$ cat src/rtl/pinmux_pkg.sv
package pinmux_pkg;

    localparam int REG_W     = 32;
    localparam int FSEL_W    = 5;
    localparam int PAD_W     = 8;
    localparam int OUT_LSB   = 12;
    localparam int OE_LSB    = 14;
    localparam int IN_LSB    = 16;

    localparam logic [FSEL_W-1:0] FSEL_UNOWNED = 5'h1f;

    typedef enum logic [1:0] {
        OVR_PASS = 2'd0,
        OVR_INV  = 2'd1,
        OVR_LOW  = 2'd2,
        OVR_HIGH = 2'd3
    } ovr_t;

    typedef struct packed {
        ovr_t              in_ovr;
        ovr_t              oe_ovr;
        ovr_t              out_ovr;
        logic [FSEL_W-1:0] fsel;
    } pin_ctrl_t;

    // packed MSB first: bit 7 down to bit 0 of the pad word
    typedef struct packed {
        logic       out_dis;
        logic       in_en;
        logic [1:0] drive;
        logic [1:0] pull;
        logic       schmitt;
        logic       slew_fast;
    } pad_cfg_t;

    localparam pin_ctrl_t CTRL_RESET = '{
        in_ovr:  OVR_PASS,
        oe_ovr:  OVR_LOW,
        out_ovr: OVR_PASS,
        fsel:    FSEL_UNOWNED
    };

    localparam pad_cfg_t PAD_RESET = '{
        out_dis:   1'b0,
        in_en:     1'b1,
        drive:     2'd0,
        pull:      2'd0,
        schmitt:   1'b0,
        slew_fast: 1'b0
    };

    function automatic logic ovr_apply(input ovr_t mode, input logic v);
        logic r;
        case (mode)
            OVR_PASS: r = v;
            OVR_INV:  r = ~v;
            OVR_LOW:  r = 1'b0;
            default:  r = 1'b1;
        endcase
        return r;
    endfunction

    function automatic logic [REG_W-1:0] ctrl_to_word(input pin_ctrl_t c);
        logic [REG_W-1:0] w;
        w = '0;
        w[FSEL_W-1:0]         = c.fsel;
        w[OUT_LSB+1:OUT_LSB]  = c.out_ovr;
        w[OE_LSB+1:OE_LSB]    = c.oe_ovr;
        w[IN_LSB+1:IN_LSB]    = c.in_ovr;
        return w;
    endfunction

endpackage

$ cat src/rtl/pin_cfg_regs.sv
module pin_cfg_regs
    import pinmux_pkg::*;
#(
    parameter int ADDR_W = 1
) (
    input  logic                   clk,
    input  logic                   rst,
    input  logic                   we,
    input  logic [ADDR_W-1:0]      addr,
    input  logic [REG_W-1:0]       wdata,
    output logic [REG_W-1:0]       rdata,
    output pin_ctrl_t              ctrl_q,
    output pad_cfg_t               pad_q
);

    localparam logic [ADDR_W-1:0] CTRL_ADDR = '0;
    localparam logic [ADDR_W-1:0] PAD_ADDR  = ADDR_W'(1);

    logic unused_wbits;
    assign unused_wbits = ^{wdata[REG_W-1:IN_LSB+2], wdata[OUT_LSB-1:PAD_W]};

    always_ff @(posedge clk) begin
        if (rst) begin
            ctrl_q <= CTRL_RESET;
            pad_q  <= PAD_RESET;
        end else if (we) begin
            if (addr == CTRL_ADDR) begin
                ctrl_q.fsel    <= wdata[FSEL_W-1:0];
                ctrl_q.out_ovr <= ovr_t'(wdata[OUT_LSB+1:OUT_LSB]);
                ctrl_q.oe_ovr  <= ovr_t'(wdata[OE_LSB+1:OE_LSB]);
                ctrl_q.in_ovr  <= ovr_t'(wdata[IN_LSB+1:IN_LSB]);
            end else if (addr == PAD_ADDR) begin
                pad_q <= pad_cfg_t'(wdata[PAD_W-1:0]);
            end
        end
    end

    always_comb begin
        if (addr == CTRL_ADDR)
            rdata = ctrl_to_word(ctrl_q);
        else if (addr == PAD_ADDR)
            rdata = {{(REG_W-PAD_W){1'b0}}, pad_q};
        else
            rdata = '0;
    end

    // a control write lands in the stored fields at the next edge
    a_r11_ctrl_write: assert property (@(posedge clk) disable iff (rst)
        (we && addr == CTRL_ADDR) |=>
            (ctrl_q.fsel == $past(wdata[FSEL_W-1:0]) &&
             ctrl_q.out_ovr == $past(wdata[OUT_LSB+1:OUT_LSB]) &&
             ctrl_q.in_ovr == $past(wdata[IN_LSB+1:IN_LSB])));

    // a pad write leaves the control word untouched
    a_r11_pad_write_isolated: assert property (@(posedge clk) disable iff (rst)
        (we && addr == PAD_ADDR) |=> $stable(ctrl_q));

endmodule

$ cat src/rtl/pin_func_mux.sv
module pin_func_mux
    import pinmux_pkg::*;
#(
    parameter int NUM_FUNCS = 9,
    parameter int GPIO_FUNC = 5
) (
    input  logic [FSEL_W-1:0]      fsel,
    input  logic [NUM_FUNCS-2:0]   periph_out,
    input  logic [NUM_FUNCS-2:0]   periph_oe,
    input  logic                   sw_out,
    input  logic                   sw_oe,
    input  logic                   in_val,
    output logic                   sel_out,
    output logic                   sel_oe,
    output logic                   func_valid,
    output logic [NUM_FUNCS-2:0]   periph_in,
    output logic                   sw_in
);

    localparam int NUM_PERIPH = NUM_FUNCS - 1;

    logic [NUM_FUNCS-1:0] hit;
    logic [NUM_FUNCS-1:0] src_out;
    logic [NUM_FUNCS-1:0] src_oe;

    assign func_valid = (fsel < FSEL_W'(NUM_FUNCS));

    for (genvar f = 0; f < NUM_FUNCS; f++) begin : g_slot
        localparam int PIDX = (f < GPIO_FUNC) ? f : f - 1;
        assign hit[f] = (fsel == FSEL_W'(f));
        if (f == GPIO_FUNC) begin : g_sw
            assign src_out[f] = sw_out;
            assign src_oe[f]  = sw_oe;
            assign sw_in      = hit[f] & in_val;
        end else begin : g_hw
            assign src_out[f]      = periph_out[PIDX];
            assign src_oe[f]       = periph_oe[PIDX];
            assign periph_in[PIDX] = hit[f] & in_val;
        end
    end

    assign sel_out = |(hit & src_out);
    assign sel_oe  = |(hit & src_oe);

    // at most one destination ever sees the pad input
    always_comb begin
        a_r7_single_dest: assert ($onehot0({sw_in, periph_in}) || $isunknown({sw_in, periph_in}));
    end

    initial begin
        a_r2_slot_count: assert (NUM_PERIPH >= 1 && GPIO_FUNC < NUM_FUNCS);
    end

endmodule

$ cat src/rtl/pin_pad_path.sv
module pin_pad_path
    import pinmux_pkg::*;
(
    input  pin_ctrl_t  ctrl,
    input  pad_cfg_t   pad_cfg,
    input  logic       func_valid,
    input  logic       sel_out,
    input  logic       sel_oe,
    input  logic       pad_in,
    output logic       in_val,
    output logic       pad_out,
    output logic       pad_oe
);

    logic in_gated;
    logic oe_after_ovr;

    // input buffer off reads as 0 ahead of the override
    assign in_gated     = pad_in & pad_cfg.in_en;
    assign in_val       = ovr_apply(ctrl.in_ovr, in_gated);

    assign pad_out      = ovr_apply(ctrl.out_ovr, sel_out);
    assign oe_after_ovr = ovr_apply(ctrl.oe_ovr, sel_oe);

    // an unowned pin or a disabled output never drives
    assign pad_oe       = oe_after_ovr & func_valid & ~pad_cfg.out_dis;

endmodule

$ cat src/rtl/pinmux_pin.sv
module pinmux_pin
    import pinmux_pkg::*;
#(
    parameter int NUM_FUNCS = 9,
    parameter int GPIO_FUNC = 5,
    parameter int ADDR_W    = 1
) (
    input  logic                  clk,
    input  logic                  rst,
    input  logic                  reg_we,
    input  logic [ADDR_W-1:0]     reg_addr,
    input  logic [31:0]           reg_wdata,
    output logic [31:0]           reg_rdata,
    input  logic [NUM_FUNCS-2:0]  periph_out,
    input  logic [NUM_FUNCS-2:0]  periph_oe,
    output logic [NUM_FUNCS-2:0]  periph_in,
    input  logic                  sw_out,
    input  logic                  sw_oe,
    output logic                  sw_in,
    input  logic                  pad_in,
    output logic                  pad_out,
    output logic                  pad_oe,
    output logic                  pad_slew_fast,
    output logic                  pad_schmitt_en,
    output logic [1:0]            pad_pull,
    output logic [1:0]            pad_drive,
    output logic                  pad_in_en,
    output logic                  pad_out_dis
);

    pin_ctrl_t ctrl_q;
    pad_cfg_t  pad_q;
    logic      func_valid;
    logic      sel_out;
    logic      sel_oe;
    logic      in_val;

    pin_cfg_regs #(
        .ADDR_W (ADDR_W)
    ) u_regs (
        .clk    (clk),
        .rst    (rst),
        .we     (reg_we),
        .addr   (reg_addr),
        .wdata  (reg_wdata),
        .rdata  (reg_rdata),
        .ctrl_q (ctrl_q),
        .pad_q  (pad_q)
    );

    pin_func_mux #(
        .NUM_FUNCS (NUM_FUNCS),
        .GPIO_FUNC (GPIO_FUNC)
    ) u_mux (
        .fsel       (ctrl_q.fsel),
        .periph_out (periph_out),
        .periph_oe  (periph_oe),
        .sw_out     (sw_out),
        .sw_oe      (sw_oe),
        .in_val     (in_val),
        .sel_out    (sel_out),
        .sel_oe     (sel_oe),
        .func_valid (func_valid),
        .periph_in  (periph_in),
        .sw_in      (sw_in)
    );

    pin_pad_path u_path (
        .ctrl       (ctrl_q),
        .pad_cfg    (pad_q),
        .func_valid (func_valid),
        .sel_out    (sel_out),
        .sel_oe     (sel_oe),
        .pad_in     (pad_in),
        .in_val     (in_val),
        .pad_out    (pad_out),
        .pad_oe     (pad_oe)
    );

    assign pad_slew_fast  = pad_q.slew_fast;
    assign pad_schmitt_en = pad_q.schmitt;
    assign pad_pull       = pad_q.pull;
    assign pad_drive      = pad_q.drive;
    assign pad_in_en      = pad_q.in_en;
    assign pad_out_dis    = pad_q.out_dis;

    // output disable wins over mux and overrides
    a_r9_outdis_quiet: assert property (@(posedge clk) disable iff (rst)
        pad_out_dis |-> !pad_oe);

    // unowned pin drives nothing and feeds nobody
    a_r4_unowned_silent: assert property (@(posedge clk) disable iff (rst)
        (ctrl_q.fsel >= FSEL_W'(NUM_FUNCS)) |-> (!pad_oe && !sw_in && periph_in == '0));

    // enable forced off keeps the pad released
    a_r6_oe_forced_off: assert property (@(posedge clk) disable iff (rst)
        (ctrl_q.oe_ovr == OVR_LOW) |-> !pad_oe);

    // forced output levels reach the pad
    a_r5_out_forced: assert property (@(posedge clk) disable iff (rst)
        (ctrl_q.out_ovr == OVR_HIGH || ctrl_q.out_ovr == OVR_LOW) |->
            (pad_out == (ctrl_q.out_ovr == OVR_HIGH)));

endmodule

$ cat config.mk
export PLATFORM = sky130hd
export DESIGN_NAME = pinmux_pin
export DESIGN_NICKNAME = d
export VERILOG_FILES = /design/src/rtl/pinmux_pkg.sv /design/src/rtl/pin_cfg_regs.sv /design/src/rtl/pin_func_mux.sv /design/src/rtl/pin_pad_path.sv /design/src/rtl/pinmux_pin.sv
export SDC_FILE = /design/constraint.sdc
export NUM_CORES = 1
export LEC_CHECK = 0
export BUFFER_PORTS_ARGS = -buffer_cell sky130_fd_sc_hd__buf_2
export CAP_MARGIN = 20
export CORE_UTILIZATION = 39
export CTS_CLUSTER_DIAMETER = 50
export DETAILED_ROUTE_END_ITERATION = 8
export GPL_TIMING_DRIVEN = 0
export PLACE_DENSITY_LB_ADDON = 0.12
export SLEW_MARGIN = 20
export SYNTH_ARGS = -nofsm -noshare
export SYNTH_HDL_FRONTEND = slang
export SYNTH_SLANG_ARGS = --single-unit
$ cat constraint.sdc
create_clock -name clk -period 2.2 [get_ports clk]
set_input_delay 0.44 -clock clk [delete_from_list [all_inputs] [get_ports clk]]
set_output_delay 0.44 -clock clk [all_outputs]
set_load 0.005 [all_outputs]
* Yosys cells after proc, flatten, opt, wreduce, memory -nomap -nowiden
Index checks and enable logic that the tools add are counted.
Storage, ports and cells: flip-flop bits (word level) 19, input bits 55, output and inout bits 51
Cells by class: order comparisons 1, equality and inequality tests 14, multiplexer cells 4, bitwise gates (word level) 19, reductions and logical operators 8
Operator list (count):
- 5-bit by 3-bit == test with 1-bit output (second input constant) | 4
- 9-bit AND | 2
- 18-bit two-way mux | 1
- 9-bit OR reduction | 2
- 1-bit AND | 12
- 5-bit by 2-bit == test with 1-bit output (second input constant) | 2
- 1-bit case mux with 3 select lines | 3
- 2-bit by 1-bit == test with 1-bit output (second input constant) | 3
- 2-bit == test (second input constant) | 3
- 2-bit zero test | 3
- 5-bit by 1-bit == test with 1-bit output (second input constant) | 1
- 5-bit by 4-bit == test with 1-bit output (second input constant) | 1
- 5-bit zero test | 1
- 5-bit by 4-bit < comparator with 1-bit output (second input constant) | 1
- 1-bit inverter | 5
- 2-bit AND reduction | 2

* Logic depth before layout (Yosys ltp)
Gate-level depths: netlist (run 1).
depth in word-level cells 7, mapped depth 6, depth with buffers taken out 4

* Modules after synthesis
Synthesis (run 1) repeated with hierarchy kept, for this count alone.
Unflattened totals: cell total of the unflattened synthesis 177, area, all modules 1472.7 um^2
By module, submodules not included:
- pin_cfg_regs | instances 1, cells each 120, area each 1106.1 um^2
- pin_func_mux | instances 1, cells each 49, area each 300.3 um^2
- pin_pad_path | instances 1, cells each 8, area each 66.3 um^2

* Worst setup path before layout (run 1)
OpenSTA, ideal clock, no wires.
kind register -> output, from reg, netlist name u_regs.ctrl_q[1], to out pad_oe, arrival time 1.398 ns, required time 1.760 ns, slack 0.362 ns, cell stages (with the launch flop) 6, path through dfxtp_1 > buf_6 > or3_1 > or3_1 > a31oi_1 > or2_1
Between the ends: cells in the longest elaborated chain, start to end 7, elaborated cells between the ends (all ways) 16
RTL lines:
- 5-bit by 1-bit == test with 1-bit output, or another cell as far along | RTL line pin_func_mux.sv:30 | assign hit[f] = (fsel == FSEL_W'(f));
- 9-bit AND | RTL line pin_func_mux.sv:43 | assign sel_oe = |(hit & src_oe);
- 9-bit OR reduction | RTL line pin_func_mux.sv:43
- 1-bit inverter | RTL line pinmux_pkg.sv:56 | OVR_INV: r = ~v;
- 1-bit case mux with 3 select lines | RTL line pinmux_pkg.sv:54 | case (mode)
- 1-bit AND (*) (2 in series) | RTL line pin_pad_path.sv:26 | assign pad_oe = oe_after_ovr & func_valid & ~pad_cfg.out_dis;
- to (decl) | RTL line pinmux_pin.sv:22 | output logic pad_oe,
Every way passes the cells marked *; elsewhere a longest branch is shown, timed or not.

* Worst setup path in the final report (run 1)
from reg, netlist name u_regs.ctrl_q[1], to out pad_oe
Between the ends: cells in the longest elaborated chain, start to end 7, elaborated cells between the ends (all ways) 16
RTL lines (RTL line):
- 5-bit by 1-bit == test with 1-bit output, or another cell as far along | pin_func_mux.sv:30
- 9-bit AND | pin_func_mux.sv:43
- 9-bit OR reduction | pin_func_mux.sv:43
- 1-bit inverter | pinmux_pkg.sv:56
- 1-bit case mux with 3 select lines | pinmux_pkg.sv:54
- 1-bit AND (*) (2 in series) | pin_pad_path.sv:26
Marked as above.

==> summary.md, run 1 <==
| Metric | Value |
|---|---|
| ANT cells | `0` |
| M1 WL | `1570 um` |
| Critical path launch point type | `flop` |
| Final setup viols | `2` |
| Placed insts | `300` |
| Synth-to-layout area growth | `39.2%` |
| Synth top area share | `28.7%` |
| Routed length on met3 | `242 um` |
| Largest cells by area after synthesis | `dfxtp_1, buf_4, nand2_1` |
| IO Count | `106` |
| Top Layer Used | `met4` |
| Met2 wire len | `1520 um` |
| Worst Path Required | `1.76 ns` |
| Starting DRT DRC Count | `39` |
| Post-synth top cells | `nand2_1, dfxtp_1, buf_4` |
| Async S/R FF share, synth | `0%` |
| CTS max path bufs | `2` |
| Post-Layout Cell Count | `303` |
| Worst Path Arrival | `1.81 ns` |
| Worst reg2reg path depth | `4` |
| Leak | `0.919 nW` |
| Inserted Clock Buffers | `3` |
| Unique masters post-synth | `35` |
| Core area | `3130 um2` |
| Setup CP Type | `flop to primary output` |
| Area of the multi-input gates | `832 um2` |
| CTS tree | `built` |
| Die Area | `3630 um2` |
| CTS sink count | `19` |
| Min-Delay Path Class | `primary input to flop` |
| Fin. max-slew vios | `0` |
| Initial Util | `42.3%` |
| Cell accounting for the most synthesized area | `dfxtp_1` |
| Final net count | `315` |
| Syn avg cell area | `7.70 um2` |
| Post-CTS Hold Buffers | `0` |
| Most numerous cell in the Yosys netlist | `nand2_1` |
| Max-cap viol count | `0` |
| Violated checks | `setup timing` |
| Setup WS post-layout | `-0.0545 ns` |
| Htree depth | `1` |
| Worst clock skew | `0 ns` |
| Ys flop type | `dfxtp_1` |
| Final Wtd Congestion | `0.741` |
| Yosys reg bits | `19` |
| Die height | `60.3 um` |
| DP HPWL | `2610 um` |
| DRC Markers | `0` |
| Die boundary width | `60.3 um` |
| GRT Total Usage | `19.2%` |
| Synth Cell Area | `1320 um2` |
| Initial antenna violation count | `0` |
| # port buffers | `67` |
| Crit. End Element | `primary output` |
| Min cycle time layout | `2.25 ns` |
| Routed WL | `3370 um` |
| Worst hold path depth | `3` |
| Number of flops mapped to enable cells by yosys | `0` |
| Cells after Synth | `172` |
| DRT antenna net count | `0` |
| Max FO, Critical Path | `5` |
| CTS clk-pin slew, worst paths | `0.12 ns` |
| Pre-Repair DR Iteration Count | `4` |
| Seq/Total Area, Yosys | `28.7%` |
| Peak Freq | `444 MHz` |
| Routed vias/inst | `4.65` |
| RSZ-0062 raised after global routing | `yes` |
| Rows | `20` |
| Share of layout cells above drive strength 1 | `44.0%` |
| Synth warn | `0` |
| Pwr Density | `427 nW/um2` |
| First-pass GRT wire length | `5290 um` |
| Clk Latency, worst-skew pair | `0.31 ns` |
| Layout fillers | `312` |
| Avg WL per Cell | `11.1 um` |
| Root Buffer | `clkbuf_4` |
| Max VDD drop | `0.324 mV` |
| Fin crit share | `102%` |
| Status | `finished, violations left` |
| Reg area | `388 um2` |
| Grt ovf | `0` |
| Vias | `1410` |
| Vias in the first global route | `1243` |
| Hold slack | `0.339 ns` |
| Pin count of the biggest net entering global routing | `13` |
| Fin. Hold Viols | `0` |
[critical path: stages, from the launching register on]
cell     delay, ns
dfxtp_4       0.40
mux4_2        0.51
mux2i_2       0.18
mux2i_1       0.09
or2_1         0.22
buf_2         0.13
[area by class of cell]
class | instances | area share (%)
timing repair buffer | 69 | 19.0
sequential | 19 | 21.0
buffer | 29 | 10.2
clock inverter | 1 | 0.407
multi-input combinational | 138 | 45.1
clock buffer | 3 | 1.22
tap | 44 | 2.99
[cell families (layout without fill, tap and decap cells)]
| family | after synthesis | after routing | share of synthesized area (%) |
|---|---|---|---|
| other | 1 | 18 | 0.283 |
| multiplexers | 12 | 12 | 11.7 |
| flip-flops | 19 | 19 | 28.7 |
| AND/OR/NAND/NOR | 84 | 84 | 32.1 |
| buffers and inverters | 32 | 102 | 14.8 |
| AO/OA/AOI/OAI | 22 | 22 | 11.0 |
| XOR/XNOR | 2 | 2 | 1.32 |
[sequential cells by signal, indices dropped and copies added (netlist names)]
name / count
u_regs.pad_q: 8
u_regs.ctrl_q: 11
[what timing repair did]
action,CTS,global route
pin swaps,3,2
buffers inserted,1,1
gates resized for setup,8,6
endpoints found under the setup margin,2,3
[where the power goes]
part | internal [mW] | total [mW] | switching, mW
clock | 0.0693 | 0.186 | 0.117
sequential | 0.362 | 0.383 | 0.0212
combinational | 0.119 | 0.217 | 0.0982
total | 0.550 | 0.787 | 0.236
[placed cells by master (no fill, tap or decap), types with 2 or more instances in the layout]
master	n
mux4_2	2
conb_1	18
clkbuf_1	7
dfxtp_4	2
a21bo_2	2
nand2b_1	3
clkbuf_2	3
and2_1	3
nor2_1	8
nand3_1	8
a21oi_1	12
o2111ai_1	2
nand2_1	34
buf_4	20
dfxtp_1	17
clkbuf_4	3
mux2_2	8
buf_2	67
nand4b_1	2
nor2b_1	7
nor3_1	3
nand3b_1	8
[path summary, 6_finish.rpt]
check | endpoint | slack [ns] | from
worst min-delay path | u_regs.ctrl_q[8]$_SDFFE_PP1P_ | 0.34 | reg_wdata[15]
worst max register to register | u_regs.ctrl_q[0]$_SDFFE_PP1P_ | 1.24 | u_regs.ctrl_q[0]$_SDFFE_PP1P_
worst max-delay path | pad_oe | -0.05 | u_regs.ctrl_q[1]$_SDFFE_PP1P_
worst min register to register | u_regs.ctrl_q[10]$_SDFFE_PP0P_ | 0.47 | u_regs.ctrl_q[10]$_SDFFE_PP0P_
[stage by stage]
step	setup TNS (ns)	power, mW	setup slack, ns	instance area (um2)	util [%]
6_report	-0.0580	0.787	-0.0545	1840	58.9
5_1_grt	-0.247	0.843	-0.159	1840	58.9
4_1_cts	-0.127	0.786	-0.0766	1840	58.7
3_5_place_dp	0	0.603	0.112	1780	56.8
3_3_place_gp	0	0.599	0.141	1780	56.8
2_1_floorplan	0	0.525	0.362	1390	-
[layer usage]
layer  vias to the layer above  GRT usage [%]
li1                        731              -
met1                       611           22.8
met2                        62           33.9
met3                         6           3.46
met4                         0           6.98
met5                         -              0
Note: power is estimated with default switching activity, not from simulation.
==> inputs of run 2 (changes only) <==
--- a/config.mk
+++ b/config.mk
@@ -10,7 +10,6 @@
 export CORE_UTILIZATION = 39
 export CTS_CLUSTER_DIAMETER = 50
 export DETAILED_ROUTE_END_ITERATION = 8
-export GPL_TIMING_DRIVEN = 0
 export PLACE_DENSITY_LB_ADDON = 0.12
 export SLEW_MARGIN = 20
 export SYNTH_ARGS = -nofsm -noshare
==> constraint.sdc (replaced) <==
create_clock -name clk -period 2.5 [get_ports clk]
set_input_delay 0.5 -clock clk [delete_from_list [all_inputs] [get_ports clk]]
set_output_delay 0.5 -clock clk [all_outputs]
set_load 0.005 [all_outputs]
==> run 2 against run 1 <==
- the run now ends clean
- worst hold slack better by 0.073 ns
- clock power shrank 18%
- routed wire length decreased by 6.9%
- setup slack improved by 0.23 ns
- sequential share of layout area rose by 2.4 points
- register-to-register slack improved by 0.46 ns
- sequential power down 11%
- clock-buffer cell count stayed put
- critical path type unchanged
==> summary.md, run 2 (synthesis results as in run 1) <==
| Metric | Value |
|---|---|
| Setup WS post-layout | `0.171 ns (+0.226 ns)` |
| R2r setup slk | `1.70 ns (+0.46 ns)` |
| Initial Util | `42.3% (unchanged)` |
| Max FO, Critical Path | `13 (+8)` |
| Worst Path Arrival | `1.83 ns (+0.02 ns)` |
| Root Buffer | `clkbuf_4` |
| DP HPWL | `2360 um (-9.5%)` |
| Finished Cell Area | `1650 um2 (-11%)` |
| Critical path launch point type | `flop` |
| CP endpoint | `pad_out` |
| Die height | `60.3 um (unchanged)` |
| Fin. max-slew vios | `0 (unchanged)` |
| Die boundary width | `60.3 um (unchanged)` |
| Max-cap viol count | `0 (unchanged)` |
| Clk Latency, worst-skew pair | `0.29 ns (-0.02 ns)` |
| Commonest non-fill, non-tap cell in the layout | `buf_2` |
| Hold slack | `0.412 ns (+0.0727 ns)` |
| Worst clock skew | `0 ns (unchanged)` |
| Top reg by flops | `u_regs.ctrl_q` |
| Commonest cells after routing, fill and taps aside | `buf_2, nand2_1, conb_1` |
| Rows | `20 (unchanged)` |
| DRC Markers | `0 (unchanged)` |
| Placed inst area | `1610 um2 (-9.2%)` |
| # port buffers | `69 (+3.0%)` |
| Overall Power | `0.649 mW (-17%)` |
| Fin crit share | `93.2%` |
| Layout fillers | `324 (+3.8%)` |
| Fin. Hold Viols | `0 (unchanged)` |
| Post-CTS Hold Buffers | `0 (unchanged)` |
| DRT antenna net count | `0 (unchanged)` |
| Final Wtd Congestion | `0.709 (-4.4%)` |
| Max VDD drop | `0.220 mV (-32%)` |
| Htree depth | `1 (unchanged)` |
| Placed insts | `273 (-9.0%)` |
| CTS tree | `built` |
| Final setup viols | `0 (-2)` |
| Crit path launch | `u_regs.ctrl_q[1]$_SDFFE_PP1P_` |
| Status | `finished clean` |
| Worst reg2reg path depth | `3 (-1)` |
| Core area | `3130 um2 (unchanged)` |
| Routed vias/inst | `4.81 (+3.4%)` |
| Starting DRT DRC Count | `26 (-33%)` |
| ANT cells | `0 (unchanged)` |
| Crit. End Element | `primary output` |
| IO Count | `106 (unchanged)` |
| Vias | `1333 (-5.5%)` |
| Inserted Clock Buffers | `3 (unchanged)` |
| Min-Delay Path Class | `primary input to flop` |
| Vias in the first global route | `1072 (-14%)` |
| Biggest regs | `u_regs.ctrl_q (11), u_regs.pad_q (8)` |
| RR Startpoint | `u_regs.ctrl_q[1]$_SDFFE_PP1P_` |
| Post-Layout Cell Count | `277 (-8.6%)` |
| Grt met3 use | `3.03% (-0.43 points)` |
| GRT Max-Usage Layer | `met2` |
| Share of layout cells above drive strength 1 | `39.1% (-5.0 points)` |
| CTS sink count | `19 (unchanged)` |
| Place WS | `0.306 ns (+0.194 ns)` |
| R2R Path End | `u_regs.ctrl_q[1]$_SDFFE_PP1P_` |
| Pin count of the biggest net entering global routing | `26 (+13)` |
| TNS Setup | `0 ns (+0.0580 ns)` |
| Min cycle time layout | `2.33 ns` |
| Pwr Density | `394 nW/um2 (-7.6%)` |
| Worst Path Required | `2.00 ns (+0.24 ns)` |
| Post-layout util | `52.6% (-6.3 points)` |
| CTS max path bufs | `2 (unchanged)` |
| Routed WL | `3140 um (-6.9%)` |
| Worst hold path depth | `3 (unchanged)` |
| CTS clk-pin slew, worst paths | `0.11 ns (about the same)` |
| RSZ-0062 raised after global routing | `no` |
| Grt met2 use | `30.1% (-3.8 points)` |
| GRT Total Usage | `17.2% (-2.0 points)` |
| Grt ovf | `0 (unchanged)` |
| Die Area | `3630 um2 (unchanged)` |
| Avg WL per Cell | `11.3 um (+1.9%)` |
| Leak | `0.812 nW (-12%)` |
| Met1 Use GR | `20.9% (-1.9 points)` |
| First-pass GRT wire length | `4760 um (-9.9%)` |
| Pre-Repair DR Iteration Count | `3 (-1)` |
| Synth-to-layout area growth | `24.4%` |
| Largest register FFs | `11 (unchanged)` |
| Reg area | `385 um2 (-0.65%)` |
| Peak Freq | `429 MHz` |
| Initial antenna violation count | `0 (unchanged)` |
| Area of the multi-input gates | `811 um2 (-2.6%)` |
| Final net count | `289 (-8.3%)` |
| Setup CP Type | `flop to primary output` |
-- run 2: worst min-delay path by stage --
| stage | start | end | slack, ns |
|---|---|---|---|
| global route | reg_wdata[15] | u_regs.ctrl_q[8]$_SDFFE_PP1P_ | 0.41 |
| floorplan | u_regs.ctrl_q[10]$_SDFFE_PP0P_ | u_regs.ctrl_q[10]$_SDFFE_PP0P_ | 0.44 |
| global placement | u_regs.ctrl_q[6]$_SDFFE_PP0P_ | u_regs.ctrl_q[6]$_SDFFE_PP0P_ | 0.46 |
| detailed placement | u_regs.pad_q[5]$_SDFFE_PP0P_ | u_regs.pad_q[5]$_SDFFE_PP0P_ | 0.46 |
| finish | reg_wdata[15] | u_regs.ctrl_q[8]$_SDFFE_PP1P_ | 0.41 |
| CTS | reg_wdata[15] | u_regs.ctrl_q[8]$_SDFFE_PP1P_ | 0.41 |
-- run 2: power breakdown --
part / total, mW / switching, mW / internal, mW / leakage [nW]
clock: 0.152 / 0.0929 / 0.0594 / 0.0177
sequential: 0.340 / 0.0207 / 0.319 / 0.156
combinational: 0.157 / 0.0751 / 0.0819 / 0.639
total: 0.649 / 0.189 / 0.460 / 0.812
-- run 2: final cells by class --
cell class                 count  area share (%)
multi-input combinational    138            49.2
tap                           44            3.34
timing repair buffer          72            22.3
clock buffer                   3            1.37
clock inverter                 1           0.304
sequential                    19            23.4
-- run 2: worst max-delay path, cell delays in order, from the launching register on --
cell	delay (ns)
dfxtp_4	0.40
buf_4	0.19
mux2_2	0.34
o211ai_1	0.16
a41oi_1	0.15
xor2_1	0.16
buf_2	0.13
-- run 2: routing by layer --
| metal | up-vias | wire [um] |
|---|---|---|
| li1 | 675 | - |
| met1 | 597 | 1430 |
| met2 | 57 | 1450 |
| met3 | 4 | 228 |
| met4 | 0 | 31 |
| met5 | - | 0 |
-- run 2: repair_timing --
item	4_1_cts	5_1_grt
resized for setup	0	3
endpoints found under the setup margin	0	2
buffers inserted	0	0
==> inputs of run 3 (changes only) <==
--- a/config.mk
+++ b/config.mk
@@ -5,6 +5,7 @@
 export SDC_FILE = /design/constraint.sdc
 export NUM_CORES = 1
 export LEC_CHECK = 0
+export ABC_AREA = 1
 export BUFFER_PORTS_ARGS = -buffer_cell sky130_fd_sc_hd__buf_2
 export CAP_MARGIN = 20
 export CORE_UTILIZATION = 39
==> constraint.sdc (replaced) <==
create_clock -name clk -period 2.5 [get_ports clk]
set_input_delay 0.5 -clock clk [delete_from_list [all_inputs] [get_ports clk]]
set_output_delay 0.5 -clock clk [all_outputs]
set_load 0.02 [all_outputs]
==> run 3 against run 2 <==
- register-to-register slack lost 0.02 ns
- core utilization grew 1.5 points
- non-clock buffer count is the same
- largest cell class unchanged
- global-route usage grew 1.6 points
- synthesized cell count grew 17%
- critical endpoint unchanged
==> summary.md, run 3 <==
| Metric | Value |
|---|---|
| Biggest regs | `u_regs.ctrl_q (11), u_regs.pad_q (8)` |
| Worst hold path depth | `3 (unchanged)` |
| Complex-gate fraction of the synthesized area | `13.1% (+2.2 points)` |
| Bufs and invs on worst path | `3 (+1)` |
| RSZ-0062 raised after global routing | `no` |
| Initial Util | `42.0% (-0.30 points)` |
| # port buffers | `69 (unchanged)` |
| Worst Path Required | `2.00 ns (about the same)` |
| Ys flop type | `dfxtp_1` |
| Worst reg2reg path depth | `2 (-1)` |
| Pre-Repair DR Iteration Count | `4 (+1)` |
| CTS tree | `built` |
| Critical path launch point type | `flop` |
| Max FO, Critical Path | `7 (-6)` |
| Final Wtd Congestion | `0.768 (+8.4%)` |
| CTS max path bufs | `2 (unchanged)` |
| Routed vias/inst | `4.54 (-5.7%)` |
| Worst hold path endpoint | `u_regs.pad_q[6]$_SDFFE_PP1P_` |
| Fin crit share | `90.1% (-3.0 points)` |
| Starting DRT DRC Count | `71 (+170%)` |
| RR Startpoint | `u_regs.ctrl_q[2]$_SDFFE_PP1P_` |
| Pwr Density | `423 nW/um2 (+7.2%)` |
| Commonest non-fill, non-tap cell in the layout | `buf_2` |
| Final setup viols | `0 (unchanged)` |
| Min cycle time layout | `2.25 ns (-0.0762 ns)` |
| ANT cells | `0 (unchanged)` |
| Final net count | `328 (+13%)` |
| Grt ovf | `0 (unchanged)` |
| Leak | `0.938 nW (+15%)` |
| Inserted Clock Buffers | `3 (unchanged)` |
| CP peak stage delay | `0.36 ns (-0.04 ns)` |
| Synth Area in Simple Gates | `36.8% (+4.6 points)` |
| Pin count of the biggest net entering global routing | `22 (-15%)` |
| Htree depth | `1 (unchanged)` |
| Main combinational cell family by area after synthesis | `simple AND/OR/NAND/NOR gates` |
| Number of flops mapped to enable cells by yosys | `0 (unchanged)` |
| Vias | `1434 (+7.6%)` |
| Commonest cells after routing, fill and taps aside | `buf_2, nor2_1, nand2_1` |
| Largest cells by area after synthesis | `dfxtp_1, buf_4, nor2_1` |
| Fin. max-slew vios | `0 (unchanged)` |
| DP HPWL | `2550 um (+7.9%)` |
| Synth warn | `0 (unchanged)` |
| Vias in the first global route | `1164 (+8.6%)` |
| Post-layout util | `54.1% (+1.5 points)` |
| IO Count | `106 (unchanged)` |
| Crit. End Element | `primary output` |
| Max-cap viol count | `0 (unchanged)` |
| Cell accounting for the most synthesized area | `dfxtp_1` |
| Synth top area share | `29.2% (+0.44 points)` |
| Seq/Total Area, Yosys | `29.2% (+0.44 points)` |
| Min-Delay Path Class | `primary input to flop` |
| CTS clk-pin slew, worst paths | `0.11 ns (about the same)` |
| Die height | `59.8 um (-0.73%)` |
| DRC Markers | `0 (unchanged)` |
| Post-synth top cells | `nor2_1, nand2_1, inv_1` |
| Core area | `3100 um2 (-0.80%)` |
| TNS Setup | `0 ns (unchanged)` |
| Setup CP Type | `flop to primary output` |
| Post-Synth XOR/XNOR Area | `0.672% (-0.65 points)` |
| Yosys reg bits | `19 (unchanged)` |
| Worst Path Arrival | `1.75 ns (-0.08 ns)` |
| Peak Freq | `444 MHz (+3.4%)` |
| First-pass GRT wire length | `5110 um (+7.2%)` |
| Delay-heaviest family, CP | `simple AND/OR/NAND/NOR gates` |
| Crit-path most repeated cell | `nand2_1` |
| GRT Total Usage | `18.8% (+1.6 points)` |
| Status | `finished clean` |
| R2r setup slk | `1.68 ns (-0.02 ns)` |
| Synth-to-layout area growth | `28.8%` |
| Die Area | `3580 um2 (-1.5%)` |
| DRT antenna net count | `0 (unchanged)` |
| Share of layout cells above drive strength 1 | `33.5% (-5.6 points)` |
| Hold slack | `0.401 ns (-0.0104 ns)` |
| Initial antenna violation count | `0 (unchanged)` |
| Async S/R FF share, synth | `0% (unchanged)` |
| Largest register FFs | `11 (unchanged)` |
| Worst clock skew | `0 ns (unchanged)` |
| Clk Latency, worst-skew pair | `0.29 ns (about the same)` |
| Die boundary width | `59.8 um (-0.73%)` |
| CTS sink count | `19 (unchanged)` |
| Critical Path Slowest Stage Cell | `dfxtp_2` |
| Place WS | `0.489 ns (+0.182 ns)` |
| Top reg by flops | `u_regs.ctrl_q` |
| Rows | `20 (unchanged)` |
| Setup WS post-layout | `0.247 ns (+0.0762 ns)` |
| Routed WL | `3190 um (+1.7%)` |
| R2R Path End | `u_regs.ctrl_q[2]$_SDFFE_PP1P_` |
| Unique masters post-synth | `25 (-29%)` |
| Most numerous cell in the Yosys netlist | `nor2_1` |
| Crit-path cells | `inv_2 > nand2_2 > nor2_4 > buf_4 > nand3_1 > nand3_1 > nor2_1 > nand2_1 > nand2_1 > nand2_1 > nand2_1 > buf_2` |
| Min-delay src | `reg_wdata[6]` |
| Max VDD drop | `0.246 mV (+12%)` |
| Syn avg cell area | `6.49 um2 (-16%)` |
| Root Buffer | `clkbuf_4` |
| Synth Cell Area | `1300 um2 (-1.5%)` |
| Multiplexer area fraction after synthesis | `0% (-12 points)` |
| Post-synthesis adder-cell area fraction | `0% (unchanged)` |
| Avg WL per Cell | `10.1 um (-11%)` |
| Cells after Synth | `201 (+17%)` |
| Fin. Hold Viols | `0 (unchanged)` |
-- run 3: cell types whose count changed after synthesis, moves of 8 or more --
cell | previous run | this run
nor2_1 | 8 | 33
mux2_2 | 8 | 0
nand3_1 | 8 | 18
nand3b_1 | 8 | 0
inv_1 | 0 | 21
o21ai_0 | 0 | 17
clkbuf_1 | 12 | 4
-- run 3: worst max-delay path by stage --
| stage | cells past startpoint | slack, ns | end | startpoint |
|---|---|---|---|---|
| after floorplan | 3 | 0.55 | periph_in[4] | u_regs.pad_q[6]$_SDFFE_PP1P_ |
| after global placement | 10 | 0.51 | pad_oe | u_regs.ctrl_q[1]$_SDFFE_PP1P_ |
| after detailed placement | 8 | 0.49 | pad_out | u_regs.ctrl_q[1]$_SDFFE_PP1P_ |
| after CTS | 11 | 0.16 | pad_oe | u_regs.ctrl_q[1]$_SDFFE_PP1P_ |
| after global routing | 12 | 0.007 | pad_oe | u_regs.ctrl_q[3]$_SDFFE_PP1P_ |
| final | 12 | 0.25 | pad_out | u_regs.ctrl_q[3]$_SDFFE_PP1P_ |
-- run 3: per-stage QoR --
stage                     std cells  power (mW)  cell area (um2)
after floorplan                 218       0.504             1370
after global placement          311       0.557             1630
after detailed placement        311       0.558             1630
after CTS                       315       0.711             1660
after global routing            316       0.759             1680
final                           316       0.710             1680
-- run 3: logic make-up after synthesis --
logic type | Yosys count
xor+xnor | 1
compound gates | 30
simple gates | 103
other cells | 1
buf+inv | 47
flops | 19
-- run 3: report_power, final --
part	leakage, nW	internal [mW]	switching (mW)
Sequential	0.156	0.324	0.0181
Clock	0.0150	0.0622	0.0932
Combinational	0.767	0.0709	0.141
-- run 3: layout make-up --
type	count	area, um2
clock buffers	4	26.3
fillers	360	1420
inverters	25	110
multi-input cells	152	734
flip-flops and latches	19	385
well taps	44	55.1
repair buffers	72	368
-- run 3: what timing repair did --
| action | CTS | global route |
|---|---|---|
| endpoints found under the setup margin | 0 | 1 |
| setup buffers | 0 | 1 |
| hold endpoints to repair | 0 | 0 |
| hold buffers | 0 | 0 |
| resized for setup | 0 | 6 |
-- run 3: metal layers --
metal	track usage (%)	share of wire [%]	vias up
met5	0	0	-
met1	25.3	48	587
met2	30.0	42	83
met4	6.98	0.85	0
met3	3.25	9.4	4
li1	-	-	760
-- run 3: worst reg2reg max path, stage by stage (launching register included) --
cell and delay, ns:
dfxtp_1 0.38, bufinv_8 0.22, o211ai_1 0.16
